<file path="src/rtl/dc_offset_trim_pkg.sv">
// Shared types and helpers for the DC offset trimmer.
// Assumes shift values arrive as 5-bit unsigned fields.
package dc_offset_trim_pkg;

    localparam int unsigned SHIFT_MIN = 4;
    localparam int unsigned SHIFT_MAX = 16;

    typedef enum logic {
        SETL_OK   = 1'b0,
        SETL_WAIT = 1'b1
    } settle_e;

    // Clamp a requested leak shift into the supported range.
    function automatic logic [4:0] clamp_shift(input logic [4:0] k);
        if (k < 5'(SHIFT_MIN))      return 5'(SHIFT_MIN);
        else if (k > 5'(SHIFT_MAX)) return 5'(SHIFT_MAX);
        else                        return k;
    endfunction

endpackage

</file>
<file path="src/rtl/dc_offset_trim_settle.sv">
// Freeze / settle sequencer. A strobe enters the hold state and loads the
// settle count; each later valid sample counts down; at zero the next cycle
// returns to the settled state. Assumes settle_len is stable while counting.
module dc_offset_trim_settle
    import dc_offset_trim_pkg::*;
#(
    parameter int CNT_W = 16
) (
    input  logic             clk,
    input  logic             rst_n,
    input  logic             in_valid,
    input  logic             gain_switch,
    input  logic [CNT_W-1:0] settle_len,
    output logic             settled
);

    settle_e          state;
    logic [CNT_W-1:0] remain;

    // Sequence hold and release around each gain switch strobe.
    always_ff @(posedge clk) begin
        if (!rst_n) begin
            state  <= SETL_OK;
            remain <= '0;
        end else if (gain_switch) begin
            state  <= SETL_WAIT;
            remain <= settle_len;
        end else if (state == SETL_WAIT) begin
            if (remain == '0)  state  <= SETL_OK;
            else if (in_valid) remain <= remain - 1'b1;
        end
    end

    assign settled = (state == SETL_OK);

endmodule

</file>
<file path="src/rtl/dc_offset_trim_bank.sv">
// Per-gain-state offset storage with block averaging and leaky update.
// Learning samples are summed in blocks of 2**BLK_LOG2; each full block
// moves the selected state's accumulator by (mean - acc) >>> k.
// Assumes BLK_LOG2 >= 1 and FRAC_W >= the largest clamped shift.
module dc_offset_trim_bank
    import dc_offset_trim_pkg::*;
#(
    parameter int DATA_W   = 16,
    parameter int FRAC_W   = 16,
    parameter int N_STATES = 8,
    parameter int TEMP_W   = 8,
    parameter int BLK_LOG2 = 2,
    localparam int ST_W    = $clog2(N_STATES),
    localparam int AW      = DATA_W + FRAC_W,
    localparam int SW      = DATA_W + BLK_LOG2
) (
    input  logic                     clk,
    input  logic                     rst_n,
    input  logic                     in_valid,
    input  logic                     freeze,
    input  logic                     sel_chg,
    input  logic [ST_W-1:0]          sel,
    input  logic signed [DATA_W-1:0] x_i,
    input  logic signed [DATA_W-1:0] x_q,
    input  logic [4:0]               shift_k,
    input  logic [TEMP_W-1:0]        temp_tag,
    output logic signed [DATA_W-1:0] off_i,
    output logic signed [DATA_W-1:0] off_q,
    output logic [ST_W-1:0]          tag_gain,
    output logic [TEMP_W-1:0]        tag_temp,
    output logic                     upd,
    output logic signed [DATA_W-1:0] new_off_i,
    output logic signed [DATA_W-1:0] new_off_q
);

    logic signed [AW-1:0]   acc_i [N_STATES];
    logic signed [AW-1:0]   acc_q [N_STATES];
    logic [TEMP_W-1:0]      tg_temp [N_STATES];
    logic [ST_W-1:0]        tg_gain [N_STATES];
    logic [BLK_LOG2-1:0]    cnt, base_cnt;
    logic signed [SW-1:0]   sum_i, sum_q, base_i, base_q, tot_i, tot_q;
    logic signed [DATA_W-1:0] mean_i, mean_q;
    logic signed [AW-1:0]   nxt_i, nxt_q;
    logic [4:0]             k_eff;
    logic                   last;

    // One leaky step of the accumulator toward the block mean.
    function automatic logic signed [AW-1:0] leak(
        input logic signed [AW-1:0]     acc,
        input logic signed [DATA_W-1:0] m,
        input logic [4:0]               k
    );
        logic signed [AW:0] tgt, dif;
        tgt = {m[DATA_W-1], m, {FRAC_W{1'b0}}};
        dif = tgt - {acc[AW-1], acc};
        dif = dif >>> k;
        return acc + dif[AW-1:0];
    endfunction

    // Block bookkeeping and next accumulator values.
    always_comb begin
        k_eff    = clamp_shift(shift_k);
        base_cnt = sel_chg ? '0 : cnt;
        base_i   = sel_chg ? '0 : sum_i;
        base_q   = sel_chg ? '0 : sum_q;
        tot_i    = base_i + SW'(x_i);
        tot_q    = base_q + SW'(x_q);
        mean_i   = DATA_W'(tot_i >>> BLK_LOG2);
        mean_q   = DATA_W'(tot_q >>> BLK_LOG2);
        last     = (base_cnt == BLK_LOG2'((1 << BLK_LOG2) - 1));
        upd      = in_valid && !freeze && last;
        nxt_i    = leak(acc_i[sel], mean_i, k_eff);
        nxt_q    = leak(acc_q[sel], mean_q, k_eff);
    end

    // Collect learning samples into blocks; discard on freeze or state change.
    always_ff @(posedge clk) begin
        if (!rst_n || freeze) begin
            cnt   <= '0;
            sum_i <= '0;
            sum_q <= '0;
        end else if (in_valid) begin
            if (last) begin
                cnt   <= '0;
                sum_i <= '0;
                sum_q <= '0;
            end else begin
                cnt   <= base_cnt + 1'b1;
                sum_i <= tot_i;
                sum_q <= tot_q;
            end
        end else if (sel_chg) begin
            cnt   <= '0;
            sum_i <= '0;
            sum_q <= '0;
        end
    end

    for (genvar s = 0; s < N_STATES; s++) begin : g_state
        // Hold one state's accumulators and tags; write on its update.
        always_ff @(posedge clk) begin
            if (!rst_n) begin
                acc_i[s]   <= '0;
                acc_q[s]   <= '0;
                tg_temp[s] <= '0;
                tg_gain[s] <= '0;
            end else if (upd && sel == ST_W'(s)) begin
                acc_i[s]   <= nxt_i;
                acc_q[s]   <= nxt_q;
                tg_temp[s] <= temp_tag;
                tg_gain[s] <= sel;
            end
        end
    end

    assign off_i     = acc_i[sel][AW-1:FRAC_W];
    assign off_q     = acc_q[sel][AW-1:FRAC_W];
    assign new_off_i = nxt_i[AW-1:FRAC_W];
    assign new_off_q = nxt_q[AW-1:FRAC_W];
    assign tag_temp  = tg_temp[sel];
    assign tag_gain  = tg_gain[sel];

endmodule

</file>
<file path="src/rtl/dc_offset_trim_drift.sv">
// Drift monitor for the active gain state. Counts updates in windows of
// 2**WIN_LOG2, reports the offset change over each window and compares it
// with a threshold. Assumes WIN_LOG2 >= 1 so a state change never meets a
// window end in the same cycle.
module dc_offset_trim_drift #(
    parameter int DATA_W   = 16,
    parameter int WIN_LOG2 = 2
) (
    input  logic                     clk,
    input  logic                     rst_n,
    input  logic                     upd,
    input  logic                     sel_chg,
    input  logic signed [DATA_W-1:0] cur_i,
    input  logic signed [DATA_W-1:0] cur_q,
    input  logic signed [DATA_W-1:0] new_i,
    input  logic signed [DATA_W-1:0] new_q,
    input  logic [DATA_W-1:0]        limit,
    output logic [DATA_W-1:0]        drift_i,
    output logic [DATA_W-1:0]        drift_q,
    output logic                     alarm
);

    logic [WIN_LOG2-1:0]      win, base_win;
    logic signed [DATA_W-1:0] snap_i, snap_q, bsnap_i, bsnap_q;
    logic [DATA_W-1:0]        mag_i, mag_q;

    // Magnitude of a signed difference, always representable unsigned.
    function automatic logic [DATA_W-1:0] absdiff(
        input logic signed [DATA_W-1:0] a,
        input logic signed [DATA_W-1:0] b
    );
        logic signed [DATA_W:0] d;
        d = {a[DATA_W-1], a} - {b[DATA_W-1], b};
        if (d[DATA_W]) d = -d;
        return d[DATA_W-1:0];
    endfunction

    // Window base values, restarted from the new state's offset on a change.
    always_comb begin
        base_win = sel_chg ? '0 : win;
        bsnap_i  = sel_chg ? cur_i : snap_i;
        bsnap_q  = sel_chg ? cur_q : snap_q;
        mag_i    = absdiff(new_i, bsnap_i);
        mag_q    = absdiff(new_q, bsnap_q);
    end

    // Advance the window and publish drift at its end.
    always_ff @(posedge clk) begin
        if (!rst_n) begin
            win     <= '0;
            snap_i  <= '0;
            snap_q  <= '0;
            drift_i <= '0;
            drift_q <= '0;
            alarm   <= 1'b0;
        end else if (upd) begin
            if (base_win == WIN_LOG2'((1 << WIN_LOG2) - 1)) begin
                win     <= '0;
                snap_i  <= new_i;
                snap_q  <= new_q;
                drift_i <= mag_i;
                drift_q <= mag_q;
                alarm   <= (mag_i > limit) || (mag_q > limit);
            end else begin
                win    <= base_win + 1'b1;
                snap_i <= bsnap_i;
                snap_q <= bsnap_q;
                if (sel_chg) begin
                    drift_i <= '0;
                    drift_q <= '0;
                    alarm   <= 1'b0;
                end
            end
        end else if (sel_chg) begin
            win     <= '0;
            snap_i  <= cur_i;
            snap_q  <= cur_q;
            drift_i <= '0;
            drift_q <= '0;
            alarm   <= 1'b0;
        end
    end

endmodule

</file>
<file path="src/rtl/dc_offset_trim.sv">
// Gain-state-aware DC offset trimmer: subtracts the active state's offsets
// from each I/Q sample with saturation, learns offsets in the background
// only while settled, and reports tags, settle status and drift.
// Assumes gain_sel is valid (< N_STATES) and samples are two's complement.
module dc_offset_trim #(
    parameter int DATA_W    = 16,
    parameter int N_STATES  = 8,
    parameter int TEMP_W    = 8,
    parameter int CNT_W     = 16,
    parameter int FRAC_W    = 16,
    parameter int BLK_LOG2  = 2,
    parameter int WIN_LOG2  = 2,
    localparam int ST_W     = $clog2(N_STATES)
) (
    input  logic                     clk,
    input  logic                     rst_n,
    input  logic                     in_valid,
    input  logic signed [DATA_W-1:0] in_i,
    input  logic signed [DATA_W-1:0] in_q,
    input  logic [ST_W-1:0]          gain_sel,
    input  logic                     gain_switch,
    input  logic [TEMP_W-1:0]        temp_tag,
    input  logic [4:0]               shift_k,
    input  logic [CNT_W-1:0]         settle_len,
    input  logic [DATA_W-1:0]        drift_limit,
    output logic                     out_valid,
    output logic signed [DATA_W-1:0] out_i,
    output logic signed [DATA_W-1:0] out_q,
    output logic signed [DATA_W-1:0] off_i,
    output logic signed [DATA_W-1:0] off_q,
    output logic [ST_W-1:0]          tag_gain,
    output logic [TEMP_W-1:0]        tag_temp,
    output logic                     settled,
    output logic [DATA_W-1:0]        drift_i,
    output logic [DATA_W-1:0]        drift_q,
    output logic                     drift_alarm
);

    localparam logic signed [DATA_W:0] POS_LIM = (DATA_W+1)'((1 << (DATA_W-1)) - 1);
    localparam logic signed [DATA_W:0] NEG_LIM = -(DATA_W+1)'(1 << (DATA_W-1));

    logic [ST_W-1:0]          prev_sel;
    logic                     sel_chg, freeze, upd;
    logic signed [DATA_W-1:0] new_i, new_q;

    // Subtract with clamping to the signed output range.
    function automatic logic signed [DATA_W-1:0] sub_sat(
        input logic signed [DATA_W-1:0] a,
        input logic signed [DATA_W-1:0] b
    );
        logic signed [DATA_W:0] d;
        d = {a[DATA_W-1], a} - {b[DATA_W-1], b};
        if (d > POS_LIM)      return POS_LIM[DATA_W-1:0];
        else if (d < NEG_LIM) return NEG_LIM[DATA_W-1:0];
        else                  return d[DATA_W-1:0];
    endfunction

    assign sel_chg = (gain_sel != prev_sel);
    assign freeze  = !settled || gain_switch;

    // Remember the previous gain index to detect state changes.
    always_ff @(posedge clk) begin
        if (!rst_n) prev_sel <= '0;
        else        prev_sel <= gain_sel;
    end

    dc_offset_trim_settle #(.CNT_W(CNT_W)) u_settle (
        .clk         (clk),
        .rst_n       (rst_n),
        .in_valid    (in_valid),
        .gain_switch (gain_switch),
        .settle_len  (settle_len),
        .settled     (settled)
    );

    dc_offset_trim_bank #(
        .DATA_W   (DATA_W),
        .FRAC_W   (FRAC_W),
        .N_STATES (N_STATES),
        .TEMP_W   (TEMP_W),
        .BLK_LOG2 (BLK_LOG2)
    ) u_bank (
        .clk       (clk),
        .rst_n     (rst_n),
        .in_valid  (in_valid),
        .freeze    (freeze),
        .sel_chg   (sel_chg),
        .sel       (gain_sel),
        .x_i       (in_i),
        .x_q       (in_q),
        .shift_k   (shift_k),
        .temp_tag  (temp_tag),
        .off_i     (off_i),
        .off_q     (off_q),
        .tag_gain  (tag_gain),
        .tag_temp  (tag_temp),
        .upd       (upd),
        .new_off_i (new_i),
        .new_off_q (new_q)
    );

    dc_offset_trim_drift #(
        .DATA_W   (DATA_W),
        .WIN_LOG2 (WIN_LOG2)
    ) u_drift (
        .clk     (clk),
        .rst_n   (rst_n),
        .upd     (upd),
        .sel_chg (sel_chg),
        .cur_i   (off_i),
        .cur_q   (off_q),
        .new_i   (new_i),
        .new_q   (new_q),
        .limit   (drift_limit),
        .drift_i (drift_i),
        .drift_q (drift_q),
        .alarm   (drift_alarm)
    );

    // Register the corrected sample with the active state's offsets.
    always_ff @(posedge clk) begin
        if (!rst_n) begin
            out_valid <= 1'b0;
            out_i     <= '0;
            out_q     <= '0;
        end else begin
            out_valid <= in_valid;
            if (in_valid) begin
                out_i <= sub_sat(in_i, off_i);
                out_q <= sub_sat(in_q, off_q);
            end
        end
    end

endmodule

</file>
<file path="config.mk">
export PLATFORM = sky130hd
export DESIGN_NAME = dc_offset_trim
export DESIGN_NICKNAME = d
export VERILOG_FILES = /design/src/rtl/dc_offset_trim_pkg.sv /design/src/rtl/dc_offset_trim_settle.sv /design/src/rtl/dc_offset_trim_bank.sv /design/src/rtl/dc_offset_trim_drift.sv /design/src/rtl/dc_offset_trim.sv
export SDC_FILE = /design/constraint.sdc
export NUM_CORES = 2
export LEC_CHECK = 0
export CORE_MARGIN = 5
export CORE_UTILIZATION = 50
export DETAILED_ROUTE_END_ITERATION = 8
export MAX_ROUTING_LAYER = met4
export PLACE_DENSITY = 0.68
export REMOVE_ABC_BUFFERS = 1
export SLEW_MARGIN = 15
export SYNTH_ARGS = -nofsm -noshare
export SYNTH_HDL_FRONTEND = slang
export SYNTH_HIERARCHICAL = 1
export SYNTH_SLANG_ARGS = --single-unit
</file>
<file path="constraint.sdc">
create_clock -name clk -period 40.5 [get_ports clk]
set_clock_uncertainty 0.05 [all_clocks]
set_input_delay 10.125 -clock clk [delete_from_list [all_inputs] [get_ports clk]]
set_output_delay 10.125 -clock clk [all_outputs]
set_load 0.02 [all_outputs]
</file>
Yosys cells after proc, flatten, opt, wreduce, memory -nomap -nowiden
Memory sizes are Yosys's and may differ from the RTL's.
Cells that the tools add are included.
{"block": "word_totals", "reg_bits": 158, "mem_bits_rw": 600, "input_bits": 84, "out_inout_bits": 110, "mem_count": 4}
{"block": "classes", "n_addsub": 15, "n_lt_le_gt_ge": 8, "eq_ne": 11, "n_shift": 2, "muxes": 99, "bitwise_logic": 33, "n_reduce_logical": 20}
{"name": "u_bank.acc_i", "depth": 8, "word_bits": 32, "read_ports": 1, "rd_ports_with_merged_regs": 0, "wr": 8, "line_no": "dc_offset_trim_bank.sv:36", "text": "logic signed [AW-1:0] acc_i [N_STATES];"}
{"name": "u_bank.acc_q", "depth": 8, "word_bits": 32, "read_ports": 1, "rd_ports_with_merged_regs": 0, "wr": 8, "line_no": "dc_offset_trim_bank.sv:37", "text": "logic signed [AW-1:0] acc_q [N_STATES];"}
{"name": "u_bank.tg_temp", "depth": 8, "word_bits": 8, "read_ports": 1, "rd_ports_with_merged_regs": 0, "wr": 8, "line_no": "dc_offset_trim_bank.sv:38", "text": "logic [TEMP_W-1:0] tg_temp [N_STATES];"}
{"name": "u_bank.tg_gain", "depth": 8, "word_bits": 3, "read_ports": 1, "rd_ports_with_merged_regs": 0, "wr": 8, "line_no": "dc_offset_trim_bank.sv:39", "text": "logic [ST_W-1:0] tg_gain [N_STATES];"}
{"operator": "2-to-1 mux 32 bit", "count": 16}
{"operator": "2-to-1 mux 16 bit", "count": 22}
{"operator": "2-to-1 mux 18 bit", "count": 6}
{"operator": "subtractor 16 x 16 -> 17 bit", "count": 4}
{"operator": ">>> shifter 33 x 5 -> 32 bit", "count": 2}
{"operator": "subtractor 32 x 32 -> 33 bit", "count": 2}
{"operator": "adder 32 bit", "count": 2}
{"operator": "2-to-1 mux 8 bit", "count": 8}
{"operator": "adder 18 x 16 -> 18 bit", "count": 2}
{"operator": "greater-than comparator 17 x 16 -> 1 bit (second input constant)", "count": 2}
{"operator": "< comparator 17 x 16 -> 1 bit (second input constant)", "count": 2}
{"operator": "greater-than comparator 16 bit", "count": 2}
{"operator": "negation 16 bit", "count": 2}
{"operator": "bitwise OR 1 bit", "count": 32}
{"operator": "2-to-1 mux 1 bit", "count": 31}
{"operator": "2-to-1 mux 3 bit", "count": 8}
{"operator": "logical NOT 16 bit", "count": 1}
{"operator": "subtractor 16 x 1 -> 16 bit (second input constant)", "count": 1}
{"operator": "== test 3 bit (second input constant)", "count": 4}
{"operator": "2-to-1 mux 2 bit", "count": 6}
{"operator": "logical AND 1 bit", "count": 10}
{"operator": "2-to-1 mux 5 bit", "count": 2}
{"operator": "== test 3 x 2 -> 1 bit (second input constant)", "count": 2}
{"operator": "greater-than comparator 5 bit (second input constant)", "count": 1}
{"operator": "other kinds (12)", "count": 18}

Depth between registers and ports, before layout
{"block": "depth", "word_depth": 13, "depth_mapped": 62}

By module
The synthesis kept the hierarchy.
{"mod": "dc_offset_trim_bank", "n_inst": 1, "cells_each": 3452, "area_per_inst_um2": 37598.6, "seq_area_each_um2": 18778.0}
{"mod": "dc_offset_trim_drift", "n_inst": 1, "cells_each": 686, "area_per_inst_um2": 5868.1, "seq_area_each_um2": 1341.3}
{"mod": "dc_offset_trim", "n_inst": 1, "cells_each": 435, "area_per_inst_um2": 3383.2, "seq_area_each_um2": 720.7}
{"mod": "dc_offset_trim_settle", "n_inst": 1, "cells_each": 125, "area_per_inst_um2": 1064.8, "seq_area_each_um2": 340.3}

Worst setup path before layout
OpenSTA, ideal clock, no wires.
{"block": "synth_timing", "path_kind": "input to output", "start": "input port gain_sel[0]", "end": "output port tag_gain[0]", "arrival_time_ns": 13.332, "slack_ns": 16.993, "path_stages": 10, "path_buffers": 7, "path_cell_list": "buf_2 > buf_2 > buf_2 > buf_1 > clkbuf_1 > clkbuf_1 > buf_1 > mux4_2 > nand2_1 > nand2_1"}
{"block": "synth_via", "elab_chain_len": 1}
{"element": "from (decl)", "line_no": "dc_offset_trim.sv:20", "text": "input logic [ST_W-1:0] gain_sel,"}
{"element": "memory read (8 x 3 bit)"}
{"element": "to (decl)", "line_no": "dc_offset_trim.sv:31", "text": "output logic [ST_W-1:0] tag_gain,"}
No other way between the ends.

Final worst setup path
{"block": "layout_timing", "start": "input port gain_sel[0]", "end": "register u_drift.alarm"}
{"block": "layout_via", "elab_chain_len": 13, "elab_cells_between_ends": 32, "classes_between": "add/sub: 10; order compare: 2; eq/ne: 3; shift: 2; mux: 11; reduce/logical: 2; memory: 2"}
{"element": "inequality test 3 bit *", "line_no": "dc_offset_trim.sv:58", "text": "assign sel_chg = (gain_sel != prev_sel);"}
{"element": "net sel_chg", "line_no": "dc_offset_trim.sv:43", "text": "logic sel_chg, freeze, upd;"}
{"element": "2-to-1 mux 18 bit *"}
{"element": "adder 18 x 16 -> 18 bit *", "line_no": "dc_offset_trim_bank.sv:66", "text": "tot_i = base_i + SW'(x_i);"}
{"element": "subtractor 32 x 32 -> 33 bit *", "line_no": "dc_offset_trim_bank.sv:55", "text": "dif = tgt - {acc[AW-1], acc};"}
{"element": ">>> shifter 33 x 5 -> 32 bit *", "line_no": "dc_offset_trim_bank.sv:56", "text": "dif = dif >>> k;"}
{"element": "adder 32 bit *", "line_no": "dc_offset_trim_bank.sv:57", "text": "return acc + dif[AW-1:0];"}
{"element": "net new_i[4]", "line_no": "dc_offset_trim.sv:44", "text": "logic signed [DATA_W-1:0] new_i, new_q;"}
{"element": "subtractor 16 x 16 -> 17 bit *", "line_no": "dc_offset_trim_drift.sv:33", "text": "d = {a[DATA_W-1], a} - {b[DATA_W-1], b};"}
{"element": "negation 16 bit", "line_no": "dc_offset_trim_drift.sv:34", "text": "if (d[DATA_W]) d = -d;"}
{"element": "2-to-1 mux 16 bit *", "line_no": "dc_offset_trim_drift.sv:34"}
{"element": "greater-than comparator 16 bit *", "line_no": "dc_offset_trim_drift.sv:63", "text": "alarm <= (mag_i > limit) || (mag_q > limit);"}
{"element": "logical OR 1 bit *", "line_no": "dc_offset_trim_drift.sv:63"}
{"element": "2-to-1 mux 1 bit *", "line_no": "dc_offset_trim_drift.sv:57", "text": "if (base_win == WIN_LOG2'((1 << WIN_LOG2) - 1)) begin"}
{"element": "2-to-1 mux 1 bit *", "line_no": "dc_offset_trim_drift.sv:56", "text": "end else if (upd) begin"}
{"element": "to (signal assigned)", "line_no": "dc_offset_trim_drift.sv:63"}
{"element": "to (decl)", "line_no": "dc_offset_trim_drift.sv:20", "text": "output logic alarm"}
Mark *: on every way through the listed nets, which the timed path passes. The rest lies on a longest branch.
A chain may end at the register's enable or synchronous reset.

==> summary.md <==
| Metric | Value |
|---|---|
| Reg2Reg Depth | `54` |
| Leakage | `21.9 nW` |
| Die H | `320 µm` |
| Area of the die | `102000 µm²` |
| Largest net degree at the start of global routing | `106` |
| Outcome | `finished, final reports clean` |
| Clock latency on the worst-skew pair | `0.71 ns` |
| Final Hold Viols | `0` |
| PortBufs | `193` |
| Fin Setup TNS | `0 ns` |
| Min-delay src | `out_i[15]$_SDFFE_PN0P_` |
| Post-synth cell types | `137` |
| CP max-delay cell | `buf_4` |
| Vias in the first global route | `36608` |
| Max transition margin | `0.182` |
| Drt wl/cell | `24.2 µm` |
| F_max | `42.4 MHz` |
| Initial antenna violation count | `2` |
| Fin crit share | `0.582` |
| R2R Setup Slk | `26.33 ns` |
| H-Tree Depth | `3` |
| DRC viols | `0` |
| Post-synth EDFFs | `600` |
| Critical-path maximum fanout | `58` |
| Row Count | `113` |
| Max incr delay on CP | `0.76 ns` |
| Nets | `5088` |
| Sequential element share of the synthesized area | `0.442` |
| Vias per cell | `6.19` |
| Hpwl dp | `99.5 mm` |
| Met3 Use GR | `0.0455` |
| Worst Path Required | `41.00 ns` |
| Yosys warns | `6` |
| Power per cell area | `55.9 nW/µm²` |
| Post-Route WL | `148 mm` |
| Crit. End Element | `flip-flop` |
| R2r startpoint | `prev_sel[2]$_SDFF_PN0_` |
| Worst min path class | `flip-flop to flip-flop` |
| Final Util | `0.566` |
| Postcts setup bufs | `0` |
| CORE AREA | `95000 µm²` |
| GR Overflow Total | `0` |
| Worst Max-Slew Pin Slew | `1.22 ns` |
| Ys flop type | `edfxtp_1` |
| Met1 Use GR | `0.393` |
| Worst-path clk slew | `0.06 ns` |
| Sink Count | `758` |
| Crit start category | `input port` |
| CTS tree | `done` |
| CTS hold repair buffers | `0` |
| Most common cell on crit path | `a21oi_1` |
| Initial Util | `0.504` |
| Worst Hold Path EP | `out_i[15]$_SDFFE_PN0P_` |
| Async set-reset flop share out of synthesis | `0` |
| First-pass GRT wire length | `224 mm` |
| IO Pins | `194` |
| Critical path class | `input port to flip-flop` |
| Busiest grt layer | `met2` |
| Max clock buf depth | `3` |
| CP Data Arrival Time | `24.09 ns` |
| Met2 Use GR | `0.454` |
| Tmin final | `23.58 ns` |
| Area Growth Syn to Fin | `12.3%` |
| Post-DRT Antenna Nets | `0` |
| DIE WIDTH | `320 µm` |
| Post_cts resized | `0` |
| RSZ-0062 raised after global routing | `false` |
| CTS buffer count | `85` |
| Layout cells sized above 1 | `0.102` |
| DRT Pass-1 Iters | `6` |
| Yosys reg bits | `758` |
| Post-Syn Area | `47900 µm²` |
| Via Count | `37778` |
| Final Setup Violations | `0` |
| Number of cells produced by synthesis | `4698` |
| Max Cap Violations | `0` |
| Final Max Slew Viols | `0` |
| Mapped Avg Cell Area | `10.2 µm²` |
| Global Route Usage Sum | `0.289` |
| Filler cell count | `8247` |
| Clock root cell | `clkbuf_16` |
| DRT iter0 DRCs | `4099` |
| Hold depth | `2` |
| FF-to-FF End | `u_drift/alarm$_SDFF_PN0_` |
| Routability Congestion | `0.973` |
| IR drop worst, VDD | `0.0399 mV` |
cell type report:
type                    instances  area (µm²)  share of cell area
diodes                          2        5.00           0.0000930
clock buffers                 106        2260              0.0419
inverters                     217         815              0.0151
repair buffers                252        2370              0.0441
well taps                    1265        1580              0.0294
multi-input cells            3456       24800               0.461
flip-flops and latches        758       21200               0.394
clock inverters                50         779              0.0145
stage by stage:
step | total power [W] | std cells | setup slack, ns | cell area (µm²) | hold slack [ns]
2_1_floorplan | 0.00181 | 4431 | 17.73 | 46600 | 0.428
3_3_place_gp | 0.00216 | 5948 | 16.49 | 50800 | 0.420
3_5_place_dp | 0.00217 | 5948 | 16.42 | 50800 | 0.413
4_1_cts | 0.00300 | 6104 | 17.10 | 53800 | 0.431
5_1_grt | 0.00318 | 6106 | 15.64 | 53800 | 0.439
6_report | 0.00301 | 6106 | 16.92 | 53800 | 0.427
worst max-delay path by stage:
stage / endpoint / from
2_1_floorplan: u_drift/alarm$_SDFF_PN0_ / gain_sel[0]
6_report: u_drift/alarm$_SDFF_PN0_ / gain_sel[0]
4_1_cts: u_drift/alarm$_SDFF_PN0_ / gain_sel[0]
5_1_grt: u_drift/alarm$_SDFF_PN0_ / gain_sel[0]
3_5_place_dp: u_drift/alarm$_SDFF_PN0_ / gain_sel[0]
3_3_place_gp: u_drift/alarm$_SDFF_PN0_ / gain_sel[0]
synthesized netlist by cell type (15+ instances only):
cell,n,area share
a22o_1,26,0.0048
xnor2_1,132,0.024
clkbuf_1,183,0.014
a21oi_1,241,0.025
nor3_1,70,0.0073
a211oi_1,49,0.0077
or3_1,21,0.0027
nand4_1,30,0.0039
mux2_2,49,0.012
xor2_1,80,0.015
o211a_1,37,0.0077
nor2b_1,73,0.0095
edfxtp_1,600,0.38
o21a_1,28,0.0044
ha_1,226,0.059
dfxtp_1,158,0.066
a21o_1,97,0.015
o31ai_1,24,0.0038
mux2i_1,104,0.022
o21bai_1,26,0.0041
a21boi_0,21,0.0033
a31oi_1,37,0.0048
nand2_1,297,0.023
buf_1,25,0.0020
o21ai_0,218,0.023
nor4_1,20,0.0026
o211ai_1,33,0.0052
buf_4,41,0.0064
nor2_1,729,0.057
o22ai_1,32,0.0042
maj3_1,15,0.0031
and3_1,20,0.0026
nand3_1,70,0.0073
inv_1,212,0.017
nand2b_1,47,0.0061
mux4_2,112,0.053
and2_1,142,0.019
a22oi_1,33,0.0052
cell usage in the layout, fill, tap and decap left out, drive strengths merged, types with 38 or more instances in the layout:
| master | synthesis | final |
|---|---|---|
| mux4 | 121 | 121 |
| and2 | 144 | 144 |
| a211oi | 52 | 52 |
| o21ai | 227 | 227 |
| clkbuf | 185 | 106 |
| nand2 | 299 | 299 |
| a21o | 98 | 98 |
| edfxtp | 600 | 600 |
| a21oi | 250 | 250 |
| clkdlybuf4s50 | 0 | 186 |
| nor2b | 73 | 73 |
| nand3 | 70 | 70 |
| mux2 | 50 | 50 |
| xnor2 | 135 | 135 |
| o211a | 38 | 38 |
| nand2b | 47 | 47 |
| inv | 216 | 219 |
| ha | 226 | 226 |
| mux2i | 107 | 107 |
| xor2 | 80 | 80 |
| dfxtp | 158 | 158 |
| nor2 | 731 | 731 |
| nor3 | 72 | 72 |
| buf | 93 | 66 |
layer usage:
layer	part of all wire	wire, µm	vias to the layer above
met5	0	0	-
met1	0.42	62100	18399
met2	0.46	68600	1763
met3	0.085	12600	282
li1	-	-	17334
met4	0.031	4630	0
flip-flops by register name, indices dropped and copies added (netlist names):
register,flops
u_bank/acc_i,256
u_bank/acc_q,256
u_bank/tg_temp,64
u_bank/tg_gain,24
u_bank/sum_i,18
u_bank/sum_q,18
out_i,16
out_q,16
u_drift/drift_i,16
u_drift/drift_q,16
u_drift/snap_i,16
u_drift/snap_q,16
u_settle/remain,16
prev_sel,3
u_bank/cnt,2
u_drift/win,2
out_valid,1
u_drift/alarm,1
u_settle/state,1
power by group:
part           switching, W  internal [W]  leakage [nW]
combinational      0.000832      0.000471          12.9
sequential        0.0000102      0.000866          7.58
clock              0.000342      0.000487          1.45
kinds of logic (layout without fill, tap and decap cells):
kind of cell / Yosys count / after routing / share of synthesized area
and+or+nand+nor: 1609 / 1609 / 0.158
AOI/OAI and AO/OA: 1087 / 1087 / 0.156
DFF: 758 / 758 / 0.442
buffers and inverters: 495 / 625 / 0.0451
muxes: 278 / 278 / 0.0922
adders and majority gates: 255 / 255 / 0.0669
xor gates and xnor gates: 215 / 215 / 0.0398
other: 1 / 14 / 0.0000783
worst max-delay path, delay by kind of cell:
family | cells | cell delay (ns)
AO/OA/AOI/OAI | 30 | 6.29
XOR/XNOR | 4 | 1.43
adder cells (fa/ha/maj) | 5 | 2.05
buffers and inverters | 3 | 1.37
multiplexers | 1 | 0.44
AND/OR/NAND/NOR | 12 | 2.25
Note: power is estimated with default switching activity, not from simulation.
